**src/rtl/gfx_irq_pkg.sv**
```systemverilog
package gfx_irq_pkg;
  localparam int NUM_SRC = 3;
  localparam int SRC_RENDER = 0;
  localparam int SRC_FLUSH  = 1;
  localparam int SRC_OOM    = 2;

  // one pending bit: a set request outranks an acknowledge
  function automatic logic pend_next(input logic cur, input logic set, input logic ack);
    return set | (cur & ~ack);
  endfunction

  // enable mask after a set-port and a clear-port write
  function automatic logic [NUM_SRC-1:0] mask_next(input logic [NUM_SRC-1:0] cur,
                                                  input logic [NUM_SRC-1:0] on,
                                                  input logic [NUM_SRC-1:0] off);
    return (cur | on) & ~off;
  endfunction
endpackage

```
**src/rtl/gfx_irq_status.sv**
```systemverilog
module gfx_irq_status #(
  parameter int N = 3
) (
  input  logic         clk,
  input  logic         rst_n,
  input  logic [N-1:0] set_req,
  input  logic [N-1:0] ack_req,
  output logic [N-1:0] pend
);
  import gfx_irq_pkg::*;

  for (genvar i = 0; i < N; i++) begin : g_bit
    always_ff @(posedge clk) begin
      if (!rst_n) pend[i] <= 1'b0;
      else        pend[i] <= pend_next(pend[i], set_req[i], ack_req[i]);
    end
  end

  // a requested set is always visible after the edge
  a_r9_set_wins: assert property (@(posedge clk) disable iff (!rst_n)
    (|set_req) |=> ((pend & $past(set_req)) == $past(set_req)));

  // bits with neither set nor acknowledge keep their value
  a_r2_hold: assert property (@(posedge clk) disable iff (!rst_n)
    1'b1 |=> ((pend & ~$past(set_req) & ~$past(ack_req)) ==
              ($past(pend) & ~$past(set_req) & ~$past(ack_req))));
endmodule

```
**src/rtl/gfx_irq_enable.sv**
```systemverilog
module gfx_irq_enable #(
  parameter int N = 3
) (
  input  logic         clk,
  input  logic         rst_n,
  input  logic [N-1:0] on_req,
  input  logic [N-1:0] off_req,
  output logic [N-1:0] mask
);
  import gfx_irq_pkg::*;

  always_ff @(posedge clk) begin
    if (!rst_n) mask <= '0;
    else        mask <= mask_next(mask, on_req, off_req);
  end

  a_r3_on_enables: assert property (@(posedge clk) disable iff (!rst_n)
    (|on_req && !(|off_req)) |=> ((mask & $past(on_req)) == $past(on_req)));

  a_r4_off_disables: assert property (@(posedge clk) disable iff (!rst_n)
    (|off_req) |=> ((mask & $past(off_req)) == '0));
endmodule

```
**src/rtl/gfx_irq_pool.sv**
```systemverilog
module gfx_irq_pool #(
  parameter int DATA_W = 32
) (
  input  logic              clk,
  input  logic              rst_n,
  input  logic              base_wr,
  input  logic              size_wr,
  input  logic [DATA_W-1:0] wdata,
  input  logic              oom_ev,
  output logic [DATA_W-1:0] base_q,
  output logic [DATA_W-1:0] size_q,
  output logic              oom_cause
);
  import gfx_irq_pkg::*;

  always_ff @(posedge clk) begin
    if (!rst_n) begin
      base_q    <= '0;
      size_q    <= '0;
      oom_cause <= 1'b1;
    end else begin
      if (base_wr) base_q <= wdata;
      if (size_wr) size_q <= wdata;
      oom_cause <= pend_next(oom_cause, oom_ev, size_wr);
    end
  end

  a_r8_supply_clears: assert property (@(posedge clk) disable iff (!rst_n)
    (size_wr && !oom_ev) |=> !oom_cause);

  a_r8_event_keeps: assert property (@(posedge clk) disable iff (!rst_n)
    oom_ev |=> oom_cause);

  a_r11_base_load: assert property (@(posedge clk) disable iff (!rst_n)
    base_wr |=> (base_q == $past(wdata)));
endmodule

```
**src/rtl/gfx_irq_ctrl.sv**
```systemverilog
module gfx_irq_ctrl #(
  parameter int DATA_W = 32,
  parameter int ADDR_W = 3
) (
  input  logic              clk,
  input  logic              rst_n,
  input  logic              bus_wr,
  input  logic [ADDR_W-1:0] bus_addr,
  input  logic [DATA_W-1:0] bus_wdata,
  output logic [DATA_W-1:0] bus_rdata,
  input  logic              ev_render_done,
  input  logic              ev_bin_flush_done,
  input  logic              ev_bin_oom,
  output logic [DATA_W-1:0] pool_addr,
  output logic [DATA_W-1:0] pool_size,
  output logic              irq_out
);
  import gfx_irq_pkg::*;

  localparam int N = NUM_SRC;
  localparam logic [ADDR_W-1:0] A_STATUS = ADDR_W'(0);
  localparam logic [ADDR_W-1:0] A_EN_ON  = ADDR_W'(1);
  localparam logic [ADDR_W-1:0] A_EN_OFF = ADDR_W'(2);
  localparam logic [ADDR_W-1:0] A_BASE   = ADDR_W'(3);
  localparam logic [ADDR_W-1:0] A_SIZE   = ADDR_W'(4);

  logic         wr_status, wr_on, wr_off, wr_base, wr_size;
  logic [N-1:0] status, mask, set_req, ack_req, on_req, off_req;
  logic         oom_cause, irq_pend;

  assign wr_status = bus_wr && (bus_addr == A_STATUS);
  assign wr_on     = bus_wr && (bus_addr == A_EN_ON);
  assign wr_off    = bus_wr && (bus_addr == A_EN_OFF);
  assign wr_base   = bus_wr && (bus_addr == A_BASE);
  assign wr_size   = bus_wr && (bus_addr == A_SIZE);

  assign ack_req = wr_status ? bus_wdata[N-1:0] : '0;
  assign on_req  = wr_on     ? bus_wdata[N-1:0] : '0;
  assign off_req = wr_off    ? bus_wdata[N-1:0] : '0;

  always_comb begin
    set_req             = '0;
    set_req[SRC_RENDER] = ev_render_done;
    set_req[SRC_FLUSH]  = ev_bin_flush_done;
    set_req[SRC_OOM]    = oom_cause;
  end

  gfx_irq_status #(.N(N)) u_status (
    .clk(clk), .rst_n(rst_n), .set_req(set_req), .ack_req(ack_req), .pend(status)
  );

  gfx_irq_enable #(.N(N)) u_enable (
    .clk(clk), .rst_n(rst_n), .on_req(on_req), .off_req(off_req), .mask(mask)
  );

  gfx_irq_pool #(.DATA_W(DATA_W)) u_pool (
    .clk(clk), .rst_n(rst_n), .base_wr(wr_base), .size_wr(wr_size),
    .wdata(bus_wdata), .oom_ev(ev_bin_oom),
    .base_q(pool_addr), .size_q(pool_size), .oom_cause(oom_cause)
  );

  assign irq_pend = |(status & mask);

  always_ff @(posedge clk) begin
    if (!rst_n) irq_out <= 1'b0;
    else        irq_out <= irq_pend;
  end

  always_comb begin
    bus_rdata = '0;
    unique case (bus_addr)
      A_STATUS:         bus_rdata = {{(DATA_W-N){1'b0}}, status};
      A_EN_ON, A_EN_OFF: bus_rdata = {{(DATA_W-N){1'b0}}, mask};
      A_BASE:           bus_rdata = pool_addr;
      A_SIZE:           bus_rdata = pool_size;
      default:          bus_rdata = '0;
    endcase
  end

  a_r6_irq_rise: assert property (@(posedge clk) disable iff (!rst_n)
    irq_pend |=> irq_out);

  a_r6_irq_fall: assert property (@(posedge clk) disable iff (!rst_n)
    !irq_pend |=> !irq_out);

  a_r7_cause_holds_status: assert property (@(posedge clk) disable iff (!rst_n)
    oom_cause |=> status[SRC_OOM]);

  // nothing requested while in reset
  always_ff @(posedge clk) begin
    if (!rst_n) a_r1_reset_quiet: assert (irq_out == 1'b0);
  end
endmodule

```
**config.mk**
```make
export PLATFORM = sky130hd
export DESIGN_NAME = gfx_irq_ctrl
export DESIGN_NICKNAME = d
export VERILOG_FILES = /design/src/rtl/gfx_irq_pkg.sv /design/src/rtl/gfx_irq_status.sv /design/src/rtl/gfx_irq_enable.sv /design/src/rtl/gfx_irq_pool.sv /design/src/rtl/gfx_irq_ctrl.sv
export SDC_FILE = /design/constraint.sdc
export NUM_CORES = 1
export LEC_CHECK = 0
export CAP_MARGIN = 0
export CORE_AREA = 4 4 82 84
export CTS_CLUSTER_DIAMETER = 60
export CTS_CLUSTER_SIZE = 24
export DETAILED_ROUTE_END_ITERATION = 8
export DIE_AREA = 0 0 86 88
export DONT_BUFFER_PORTS = 1
export HOLD_SLACK_MARGIN = 0.02
export PLACE_DENSITY = 0.78
export SLEW_MARGIN = 5
export SYNTH_ARGS = -nofsm -noshare
export SYNTH_HDL_FRONTEND = slang
export SYNTH_HIERARCHICAL = 1
export SYNTH_SLANG_ARGS = --single-unit
```
**constraint.sdc**
```tcl
create_clock -name clk -period 1.5 [get_ports clk]
set_input_delay 0.075 -clock clk [delete_from_list [all_inputs] [get_ports clk]]
set_output_delay 0.075 -clock clk [all_outputs]
set_load 0.05 [all_outputs]
```
==> qor.csv, run 1 <==
stage;metric;value;unit
detailed_routing;via/cell ratio;5.61;
min_path;Hold Path Depth;2;
detailed_routing;WL/cell;20.5;um
worst_setup_path;CP max stage delay;0.38;ns
synth;Syn. warnings;6;
floorplan;die height;88;um
flow_run;Max Cap Violations;0;
worst_setup_path;Worst Path Buf+Inv;1;
floorplan;# rows;28;
synth;cells after synthesis;304;
global_route;first-pass GRT wire length;15900;um
worst_setup_path;peak fanout along the critical path;3;
worst_setup_path;WP data arrival;1.44;ns
final_layout;Area Growth Syn to Fin;51.7;%
timing;fin. max-slew vios;0;
final_layout;fill count;298;
synth;Mean Syn Cell Area;11.0;um2
clock_network;H-tree depth;3;
detailed_routing;post-route ant nets;0;
detailed_routing;TritonRoute pass-1 iters;5;
timing;fmax;0.660;GHz
min_path;Worst Hold End;u_status/pend[2]$_SDFF_PN0_;
final_layout;ratio of cells with drive above 1 in the final layout;0.319;
timing;Worst slew margin;0.673;
worst_setup_path;Critical Path Sink Type;primary output;
floorplan;Die ar.;0.00757;mm2
final_layout;most frequent cells in the layout;buf_4 (70), dfxtp_1 (68), nor2b_1 (67);
detailed_routing;initial DRC count;90;
timing;Final min period;1.52;ns
clock_network;clock sink total;72;
synth;part of the Yosys area used for sequential elements;0.432;
detailed_routing;DRT Wirelength;10500;um
clock_network;clock root buffer;clkbuf_8;
power_and_ir_drop;Pwr per Cell Area;873;mW/mm2
final_layout;final core utilization;0.855;
synth;Post-Syn Area;0.00334;mm2
worst_setup_path;Critical Path RT;1.42;ns
place;Place WS;0.244;ns
min_path;HP Start;rst_n;
floorplan;die width;86;um
floorplan;initial core utilization;0.564;
global_route;number of global-route vias before repair;3002;
global_route;initial antenna violation count;0;
global_route;total gr overflow;0;
detailed_routing;# DRC;0;
timing;Worst-Margin Slew;0.489;ns
timing;final hold viol count;0;
worst_setup_path;critical path type;flop to primary output;
status;failing checks;setup timing;
global_route;total track usage;0.274;
synth;EDFF count, synth;0;
power_and_ir_drop;Max IR drop VDD;0.805;mV
place;routability congestion estimate from global placement;0.863;
clock_network;CTS tree;yes;
power_and_ir_drop;leak pwr;1.93;nW
worst_setup_path;Slowest-stage cell, CP;or3_4;
worst_setup_path;Startpoint Class;flop;
clock_network;CTS Buffer Depth;2;
clock_network;CTS Buf Count;9;
place;# port buffers;0;
clock_network;clk slew on worst S/H paths;0.07;ns
place;dpl hpwl;6110;um
min_path;HP Class;input pin to flop;
floorplan;core area;0.00592;mm2
worst_setup_path;Crit path max-delay family;simple AND/OR/NAND/NOR gates;
clock_network;worst skew pair latency;0.34;ns
detailed_routing;Vias;2867;
timing;period utilization;1.01;
status;status;finished, violations left;
worst_setup_path;flop2flop setup slack;0.38;ns
timing;clk_skew;0.00574;ns
worst_setup_path;Critical R2R Launch;u_pool/oom_cause$_SDFF_PN1_;
final_layout;most common cell after layout, fill and taps aside;buf_4;
final_layout;# nets final;472;
timing;final worst setup slack;-0.0163;ns
worst_setup_path;Reg-to-Reg End;u_pool/oom_cause$_SDFF_PN1_;
synth;Yosys reg bits;72;
worst_setup_path;r2r worst-path depth;3;
global_route;largest net degree at the start of global routing;73;
synth;ys flop type;dfxtp_1;
timing;RSZ-0062 raised after global routing;yes;
floorplan;Ports;138;
timing;final setup fails;3;
synth;Post-synth ARST share;0;
synth;synth unique cells;28;
synth;Post-Syn Nets;345;
final_layout;ant diodes;0;
power_and_ir_drop;Total Power Consumption;4.42;mW
worst_setup_path;crit path cell chain;mux2i_1 -> nor3_1 -> or3_4 -> buf_12;
==> power by group <==
part	leakage [nW]	total, mW	internal (mW)	switching, mW
combinational	1.23	0.603	0.262	0.340
sequential	0.586	1.99	1.95	0.0393
clock	0.116	1.82	1.10	0.725
total	1.93	4.42	3.32	1.11
==> worst max path at each step <==
stage	start	endpoint	slack, ns	cells after the start
2_1_floorplan	u_pool/base_q[0]$_SDFFE_PN0P_	bus_rdata[0]	-0.24	3
3_3_place_gp	bus_addr[0]	u_pool/size_q[19]$_SDFFE_PN0P_	0.30	5
3_5_place_dp	bus_addr[2]	u_pool/base_q[19]$_SDFFE_PN0P_	0.24	5
4_1_cts	u_enable/mask[1]$_SDFF_PN0_	bus_rdata[1]	-0.03	4
5_1_grt	u_enable/mask[1]$_SDFF_PN0_	bus_rdata[1]	-0.08	4
6_report	u_status/pend[1]$_SDFF_PN0_	bus_rdata[1]	-0.02	4
==> final cells by class <==
class                      instances  area [um2]  share of cell area
tap                               75        93.8              0.0185
timing repair buffer             140        1570               0.310
sequential                        72        1450               0.286
multi-input combinational        208        1720               0.339
clock inverter                     6         108              0.0213
clock buffer                      10         128              0.0252
==> state kept, by name, indices dropped and copies added (netlist names) <==
register and cells:
u_status/pend 3, u_pool/base_q 32, irq_out 1, u_pool/size_q 32
u_enable/mask 3, u_pool/oom_cause 1
==> per-stage QoR <==
step           TNS [ns]  std cells  cell area [um2]  hold WS (ns)
2_1_floorplan    -0.490        304             3340         0.181
3_3_place_gp          0        456             4400         0.173
3_5_place_dp          0        456             4400         0.183
4_1_cts         -0.0470        510             5030        0.0563
5_1_grt          -0.177        511             5060        0.0758
6_report        -0.0349        511             5060        0.0777
==> logic make-up (layout without fill, tap and decap cells) <==
| logic type | count (synthesis) | after routing | synth area share |
|---|---|---|---|
| simple gates | 101 | 101 | 0.201 |
| flops | 72 | 72 | 0.432 |
| compound gates | 39 | 39 | 0.0986 |
| mux | 68 | 68 | 0.205 |
| buf+inv | 24 | 156 | 0.0641 |
==> synthesized netlist by cell type (3+ instances only) <==
cell type	count	area, um2
clkbuf_1	7	26.3
and2_1	10	62.6
buf_6	4	45.0
buf_12	3	60.1
dfxtp_1	72	1440
nor2b_1	67	419
nor3b_1	3	22.5
buf_8	3	45.0
a22o_1	29	254
nor2_1	4	15.0
buf_2	6	30.0
nor2b_4	3	41.3
mux2i_1	66	661
o21a_1	3	22.5
a22oi_1	4	30.0
nor3b_2	3	37.5
nor3_1	3	15.0
==> what timing repair did <==
item / 4_1_cts / 5_1_grt
buffers inserted: 2 / 1
pin swaps: 3 / 2
endpoints found under the hold margin: 72 / 0
hold buffers: 36 / 0
resized for setup: 6 / 6
setup endpoints to repair: 3 / 3
==> routing by layer <==
layer  wire length, um  global-route usage  part of all wire
met1              3840               0.298              0.37
met5                 0                   0                 0
met3               721              0.0659             0.069
met4               241               0.125             0.023
met2              5650               0.504              0.54
Note: power is estimated with default switching activity, not from simulation.
==> run 2, diff against run 1 <==
--- a/config.mk
+++ b/config.mk
@@ -5,15 +5,16 @@
 export SDC_FILE = /design/constraint.sdc
 export NUM_CORES = 1
 export LEC_CHECK = 0
+export ABC_AREA = 1
 export CAP_MARGIN = 0
-export CORE_AREA = 4 4 82 84
+export CORE_AREA = 4 4 85 87
 export CTS_CLUSTER_DIAMETER = 60
 export CTS_CLUSTER_SIZE = 24
 export DETAILED_ROUTE_END_ITERATION = 8
-export DIE_AREA = 0 0 86 88
+export DIE_AREA = 0 0 89 91
 export DONT_BUFFER_PORTS = 1
 export HOLD_SLACK_MARGIN = 0.02
-export PLACE_DENSITY = 0.78
+export PLACE_DENSITY = 0.77
 export SLEW_MARGIN = 5
 export SYNTH_ARGS = -nofsm -noshare
 export SYNTH_HDL_FRONTEND = slang
==> run 2 against run 1 <==
Effect of this change: the run now ends clean; utilization shrank 7.6 points; clock power is essentially flat; maximum frequency grew 18%; sequential power is essentially flat; cell area shrank 2.2%; worst hold slack lost 0.022 ns; clock skew is essentially flat; power grew 5.9%; register-to-register slack lost 0.14 ns; critical path depth grew 1; clock-buffer cell count grew 1; critical endpoint is now bus_rdata[2].
==> qor.csv, run 2 <==
stage;metric;value;unit
timing;fmax;0.780;GHz
global_route;number of global-route vias before repair;3750;
power_and_ir_drop;Sw Pwr;1.32;mW
power_and_ir_drop;Combinational Power Share;0.175;
clock_network;CTS Buffer Depth;2;
clock_network;clock sink total;72;
final_layout;most common cell after layout, fill and taps aside;nand2_1;
place;routability congestion estimate from global placement;0.866;
worst_setup_path;Slowest-stage cell, CP;dfxtp_1;
power_and_ir_drop;Pwr per Cell Area;946;mW/mm2
detailed_routing;Vias;3842;
clock_network;clock root buffer;clkbuf_8;
synth;area share of the largest cell type after synthesis;0.404;
synth;Post-Syn Nets;601;
worst_setup_path;Crit path max-delay family;flip-flops;
final_layout;# nets final;725;
place;Place WS;0.323;ns
synth;post-synthesis mux area share;0;
status;status;finished, final reports clean;
clock_network;post-CTS setup buffers;0;
detailed_routing;initial DRC count;243;
global_route;total track usage;0.263;
synth;Syn. warnings;6;
synth;Synth area leader;dfxtp_1;
timing;period utilization;0.854;
clock_network;H-tree depth;3;
timing;fin. max-slew vios;0;
synth;xor and xnor area share after synthesis;0;
min_path;Worst Hold End;u_enable/mask[0]$_SDFF_PN0_;
power_and_ir_drop;Max IR drop VDD;0.656;mV
min_path;Hold Path Depth;4;
power_and_ir_drop;leak pwr;2.39;nW
synth;Post-Syn Area;0.00357;mm2
synth;count leader, synth;nand2_1;
clock_network;clk slew on worst S/H paths;0.08;ns
synth;synth unique cells;21;
worst_setup_path;Reg-to-Reg End;irq_out$_SDFF_PN0_;
final_layout;fill count;445;
final_layout;ratio of cells with drive above 1 in the final layout;0.222;
place;# port buffers;0;
floorplan;Ports;138;
synth;EDFF count, synth;0;
timing;RSZ-0062 raised after global routing;no;
final_layout;fin cells;767;
detailed_routing;DRT Wirelength;10800;um
worst_setup_path;flop2flop setup slack;0.24;ns
floorplan;core area;0.00635;mm2
synth;top post-synthesis cells by count;nand2_1 (180), nor2_1 (146), inv_1 (81);
synth;largest family of logic cells by synthesized area;simple AND/OR/NAND/NOR gates;
clock_network;worst skew pair latency;0.34;ns
global_route;initial antenna violation count;0;
global_route;total gr overflow;0;
synth;Synth area leaders;dfxtp_1 (40%), nand2_1 (19%), nor2_1 (15%), inv_1 (8.5%), buf_6 (4.4%);
timing;Setup Total Neg Slack;0;ns
timing;clk_skew;0.00590;ns
floorplan;Die ar.;0.00810;mm2
worst_setup_path;Critical R2R Launch;u_status/pend[0]$_SDFF_PN0_;
final_layout;most frequent cells in the layout;nand2_1 (180), nor2_1 (145), buf_4 (99);
floorplan;die height;91;um
place;dpl cells;710;
worst_setup_path;crit path cell chain;nand4_1 -> nand2_1 -> inv_1 -> nand3_1 -> buf_12;
worst_setup_path;Crit. Startpoint;u_pool/base_q[2]$_SDFFE_PN0P_;
synth;Synth Area in Compound Gates;0.0554;
detailed_routing;WL/cell;14.0;um
worst_setup_path;Critical Path Sink Type;primary output;
power_and_ir_drop;Int Pwr;3.36;mW
timing;final worst setup slack;0.218;ns
power_and_ir_drop;part of the power in registers;0.432;
worst_setup_path;Startpoint Class;flop;
synth;Mean Syn Cell Area;6.37;um2
worst_setup_path;Worst Path Buf+Inv;2;
min_path;HP Start;bus_wdata[0];
synth;part of the Yosys area used for sequential elements;0.404;
worst_setup_path;peak fanout along the critical path;2;
worst_setup_path;r2r worst-path depth;5;
flow_run;Max Cap Violations;0;
timing;Final min period;1.28;ns
detailed_routing;post-route ant nets;0;
min_path;HP Class;input pin to flop;
floorplan;die width;89;um
synth;adder-cell share of the synthesized area;0;
power_and_ir_drop;sw frac;0.283;
clock_network;CTS tree;yes;
final_layout;Largest regs;u_pool/base_q x32, u_pool/size_q x32;
clock_network;CTS Buf Count;9;
final_layout;Area Growth Syn to Fin;38.7;%
worst_setup_path;Levels on crit path;5;
timing;Worst slew margin;0.681;
synth;Yosys reg bits;72;
synth;cells after synthesis;560;
worst_setup_path;WP data arrival;1.21;ns
place;dpl hpwl;6550;um
worst_setup_path;critical path type;flop to primary output;
synth;Synth Area in Simple Gates;0.380;
timing;final setup fails;0;
detailed_routing;TritonRoute pass-1 iters;4;
synth;ys flop type;dfxtp_1;
floorplan;initial core utilization;0.562;
detailed_routing;# DRC;0;
power_and_ir_drop;Clk pwr share;0.393;
worst_setup_path;CP max stage delay;0.36;ns
timing;Worst-Margin Slew;0.478;ns
floorplan;# rows;29;
detailed_routing;via/cell ratio;5.01;
timing;final hold viol count;0;
global_route;first-pass GRT wire length;17100;um
synth;Post-synth ARST share;0;
worst_setup_path;Critical Path RT;1.42;ns
global_route;largest net degree at the start of global routing;67;
-- run 2: timing repair --
action | in CTS | in global routing
gates resized for setup | 0 | 0
setup endpoints to repair | 0 | 0
hold endpoints to repair | 72 | 0
hold buffers | 40 | 0
-- run 2: cell type report --
cell class / instances / area (um2) / share of cell area
Multi-Input combinational cell: 376 / 1640 / 0.331
Sequential cell: 72 / 1440 / 0.291
Timing Repair Buffer: 142 / 1220 / 0.247
Inverter: 83 / 314 / 0.0634
Clock buffer: 11 / 131 / 0.0265
Clock inverter: 5 / 105 / 0.0212
Tap cell: 77 / 96.3 / 0.0195
Antenna cell: 1 / 2.50 / 0.000506
-- run 2: logic make-up (layout without fill, tap and decap cells) --
kind of cell | Yosys count | after routing
other | 0 | 1
AO/OA/AOI/OAI | 32 | 32
flip-flops | 72 | 72
AND/OR/NAND/NOR | 344 | 344
buffers and inverters | 112 | 241
-- run 2: worst max path at each step --
stage | endpoint
after floorplan | bus_rdata[0]
after global placement | bus_rdata[15]
after detailed placement | u_pool/base_q[3]$_SDFFE_PN0P_
after CTS | bus_rdata[0]
after global routing | u_pool/oom_cause$_SDFF_PN1_
final | bus_rdata[2]
-- run 2: tightest hold or removal path, cell delays in order --
cell,delay (ns)
inv_1,0.05
nor2_1,0.10
nor2_1,0.05
nor2_1,0.08
-- run 2: power groups by stage --
stage,clock (mW),sequential (mW),combinational (mW)
after floorplan,0,2.27,0.360
after global placement,0,2.06,0.681
after detailed placement,0,2.07,0.696
after CTS,1.87,2.02,0.809
after global routing,1.94,2.03,0.882
final,1.84,2.02,0.821
-- run 2: stage by stage --
step	hold WS (ns)	utilization	power (mW)	cell area (um2)
2_1_floorplan	0.173	-	2.63	3640
3_3_place_gp	0.173	0.676	2.74	4290
3_5_place_dp	0.178	0.676	2.76	4290
4_1_cts	0.0310	0.779	4.70	4950
5_1_grt	0.0634	0.779	4.85	4950
6_report	0.0554	0.780	4.68	4950
-- run 2: routing by layer --
layer / vias up / global-route usage / routed length, um
li1: 1879 / - / -
met1: 1750 / 0.288 / 3900
met2: 189 / 0.454 / 5530
met3: 24 / 0.0742 / 1090
met4: 0 / 0.133 / 239
met5: - / 0 / 0
==> run 3, diff against run 2 <==
--- a/config.mk
+++ b/config.mk
@@ -7,14 +7,16 @@
 export LEC_CHECK = 0
 export ABC_AREA = 1
 export CAP_MARGIN = 0
-export CORE_AREA = 4 4 85 87
+export CELL_PAD_IN_SITES_DETAIL_PLACEMENT = 1
+export CELL_PAD_IN_SITES_GLOBAL_PLACEMENT = 1
+export CORE_AREA = 2 2 100 102
 export CTS_CLUSTER_DIAMETER = 60
 export CTS_CLUSTER_SIZE = 24
 export DETAILED_ROUTE_END_ITERATION = 8
-export DIE_AREA = 0 0 89 91
+export DIE_AREA = 0 0 102 104
 export DONT_BUFFER_PORTS = 1
 export HOLD_SLACK_MARGIN = 0.02
-export PLACE_DENSITY = 0.77
+export PLACE_DENSITY_LB_ADDON = 0.12
 export SLEW_MARGIN = 5
 export SYNTH_ARGS = -nofsm -noshare
 export SYNTH_HDL_FRONTEND = slang
==> run 3 against run 2 <==
Effect of this change: global-route usage down 4.7 points; first-iteration DRC count shrank 69%; setup slack got worse by 0.060 ns; highest routed layer unchanged; worst hold slack got worse by 0.011 ns; power decreased by 8.8%; clock power is 22% lower; sequential share of layout area grew 0.052 points; die area grew 31%; utilization down 26 points; maximum frequency shrank 4.5%; routed wire length up 3.6%.
==> qor.csv, run 3 (same netlist as run 2, synthesis figures left out) <==
stage;metric;value;unit
floorplan;die width;102;um
final_layout;ratio of cells with drive above 1 in the final layout;0.227;
place;dpl cells;767;
place;routability congestion estimate from global placement;0.795;
final_layout;Area Growth Syn to Fin;38.5;%
timing;fmax;0.745;GHz
worst_setup_path;Levels on crit path;8;
worst_setup_path;Startpoint Class;input pin;
final_layout;fin cells;820;
floorplan;Ports;138;
floorplan;initial core utilization;0.374;
final_layout;# nets final;723;
final_layout;most frequent cells in the layout;nand2_1 (180), nor2_1 (145), buf_4 (100);
detailed_routing;initial DRC count;76;
place;# port buffers;0;
detailed_routing;WL/cell;13.6;um
flow_run;Max Cap Violations;0;
clock_network;worst skew pair latency;0.34;ns
worst_setup_path;Slowest-stage cell, CP;dlygate4sd3_1;
worst_setup_path;critical path type;input pin to flop;
power_and_ir_drop;Max IR drop VDD;0.458;mV
clock_network;Post-CTS Hold Fix Bufs;37;
timing;period utilization;0.894;
place;Place WS;0.353;ns
global_route;initial antenna violation count;0;
detailed_routing;TritonRoute pass-1 iters;4;
worst_setup_path;Crit path max-delay family;buffers and inverters;
detailed_routing;post-route ant nets;0;
min_path;HP Class;input pin to flop;
final_layout;fill count;1272;
timing;final setup fails;0;
floorplan;die height;104;um
clock_network;CTS tree;yes;
final_layout;most common cell after layout, fill and taps aside;nand2_1;
timing;final worst setup slack;0.158;ns
global_route;number of global-route vias before repair;3730;
timing;Worst-Margin Slew;0.473;ns
clock_network;clk slew on worst S/H paths;0.07;ns
power_and_ir_drop;leak pwr;2.37;nW
floorplan;core area;0.00955;mm2
detailed_routing;via/cell ratio;4.47;
worst_setup_path;peak fanout along the critical path;55;
worst_setup_path;Crit. Startpoint;bus_addr[1];
clock_network;post_cts resized;0;
timing;clk_skew;0.000721;ns
global_route;total track usage;0.216;
power_and_ir_drop;Pwr per Cell Area;864;mW/mm2
clock_network;clock root buffer;clkbuf_8;
worst_setup_path;Worst Path Buf+Inv;4;
timing;Worst slew margin;0.684;
final_layout;register area;0.00144;mm2
clock_network;post-CTS setup buffers;0;
clock_network;CTS Buffer Depth;2;
worst_setup_path;WP data arrival;1.57;ns
clock_network;H-tree depth;3;
place;dpl hpwl;7500;um
timing;fin. max-slew vios;0;
clock_network;CTS Buf Count;9;
worst_setup_path;r2r worst-path depth;3;
worst_setup_path;CP max stage delay;0.56;ns
timing;Final min period;1.34;ns
detailed_routing;Vias;3668;
timing;final hold viol count;0;
timing;Setup Total Neg Slack;0;ns
worst_setup_path;Critical Path Sink Type;flop;
min_path;HP Start;bus_wdata[1];
final_layout;ant diodes;0;
worst_setup_path;Critical Path RT;1.73;ns
detailed_routing;DRT Wirelength;11100;um
final_layout;Multi-input gate area;0.00164;mm2
timing;RSZ-0062 raised after global routing;no;
worst_setup_path;Critical R2R Launch;u_pool/oom_cause$_SDFF_PN1_;
global_route;largest net degree at the start of global routing;69;
min_path;Hold Path Depth;5;
floorplan;# rows;36;
global_route;first-pass GRT wire length;18200;um
global_route;total gr overflow;0;
worst_setup_path;crit path cell chain;nor2_8 -> inv_4 -> nor3_2 -> buf_12 -> inv_1 -> nand2_1 -> nand3b_1 -> dlygate4sd3_1;
clock_network;clock sink total;72;
status;status;finished, final reports clean;
floorplan;Die ar.;0.0106;mm2
final_layout;Largest regs;u_pool/base_q x32, u_pool/size_q x32;
detailed_routing;# DRC;0;
run 3: cell types whose count changed in the layout (fill, tap and decap cells not counted), sizes merged:
cell         change
diode            -1
clkinvlp         -1
bufinv           -3
buf              +1
clkinv           +4
dlygate4sd3      -3
run 3: worst reg2reg max path, stage by stage, from the launching register on:
cell,delay (ns)
dfxtp_1,0.31
nand2_1,0.06
nand3b_1,0.06
dlygate4sd3_1,0.56
run 3: final cells by class:
cell class,count,share of cell area
Multi-Input combinational cell,376,0.331
Timing Repair Buffer,140,0.243
Clock buffer,11,0.0306
Sequential cell,72,0.292
Clock inverter,5,0.00633
Inverter,83,0.0636
Tap cell,133,0.0337
run 3: through the flow:
step           area (um2)  power [mW]  hold WS, ns  utilization
2_1_floorplan        3640        2.63        0.173            -
3_3_place_gp         4370        2.76        0.176        0.458
3_5_place_dp         4370        2.78        0.180        0.458
4_1_cts              4940        4.33       0.0318        0.517
5_1_grt              4940        4.49       0.0678        0.517
6_report             4940        4.27       0.0448        0.517
run 3: layer usage:
layer / part of all wire / global-route usage / up-vias
met5: 0 / 0 / -
li1: - / - / 1875
met2: 0.49 / 0.364 / 88
met4: 0.012 / 0.0610 / 0
met1: 0.44 / 0.269 / 1694
met3: 0.058 / 0.0571 / 11
run 3: power breakdown:
part	switching (mW)	internal, mW
Clock	0.749	0.685
Combinational	0.542	0.270
Sequential	0.0463	1.98
Total	1.34	2.93
run 3: worst paths after layout:
kind / endpoint / slack [ns]
setup reg to reg: u_pool/oom_cause$_SDFF_PN1_ / 0.39
hold / removal: u_enable/mask[1]$_SDFF_PN0_ / 0.04
setup / recovery: u_pool/oom_cause$_SDFF_PN1_ / 0.16
hold reg to reg: u_status/pend[2]$_SDFF_PN0_ / 0.46
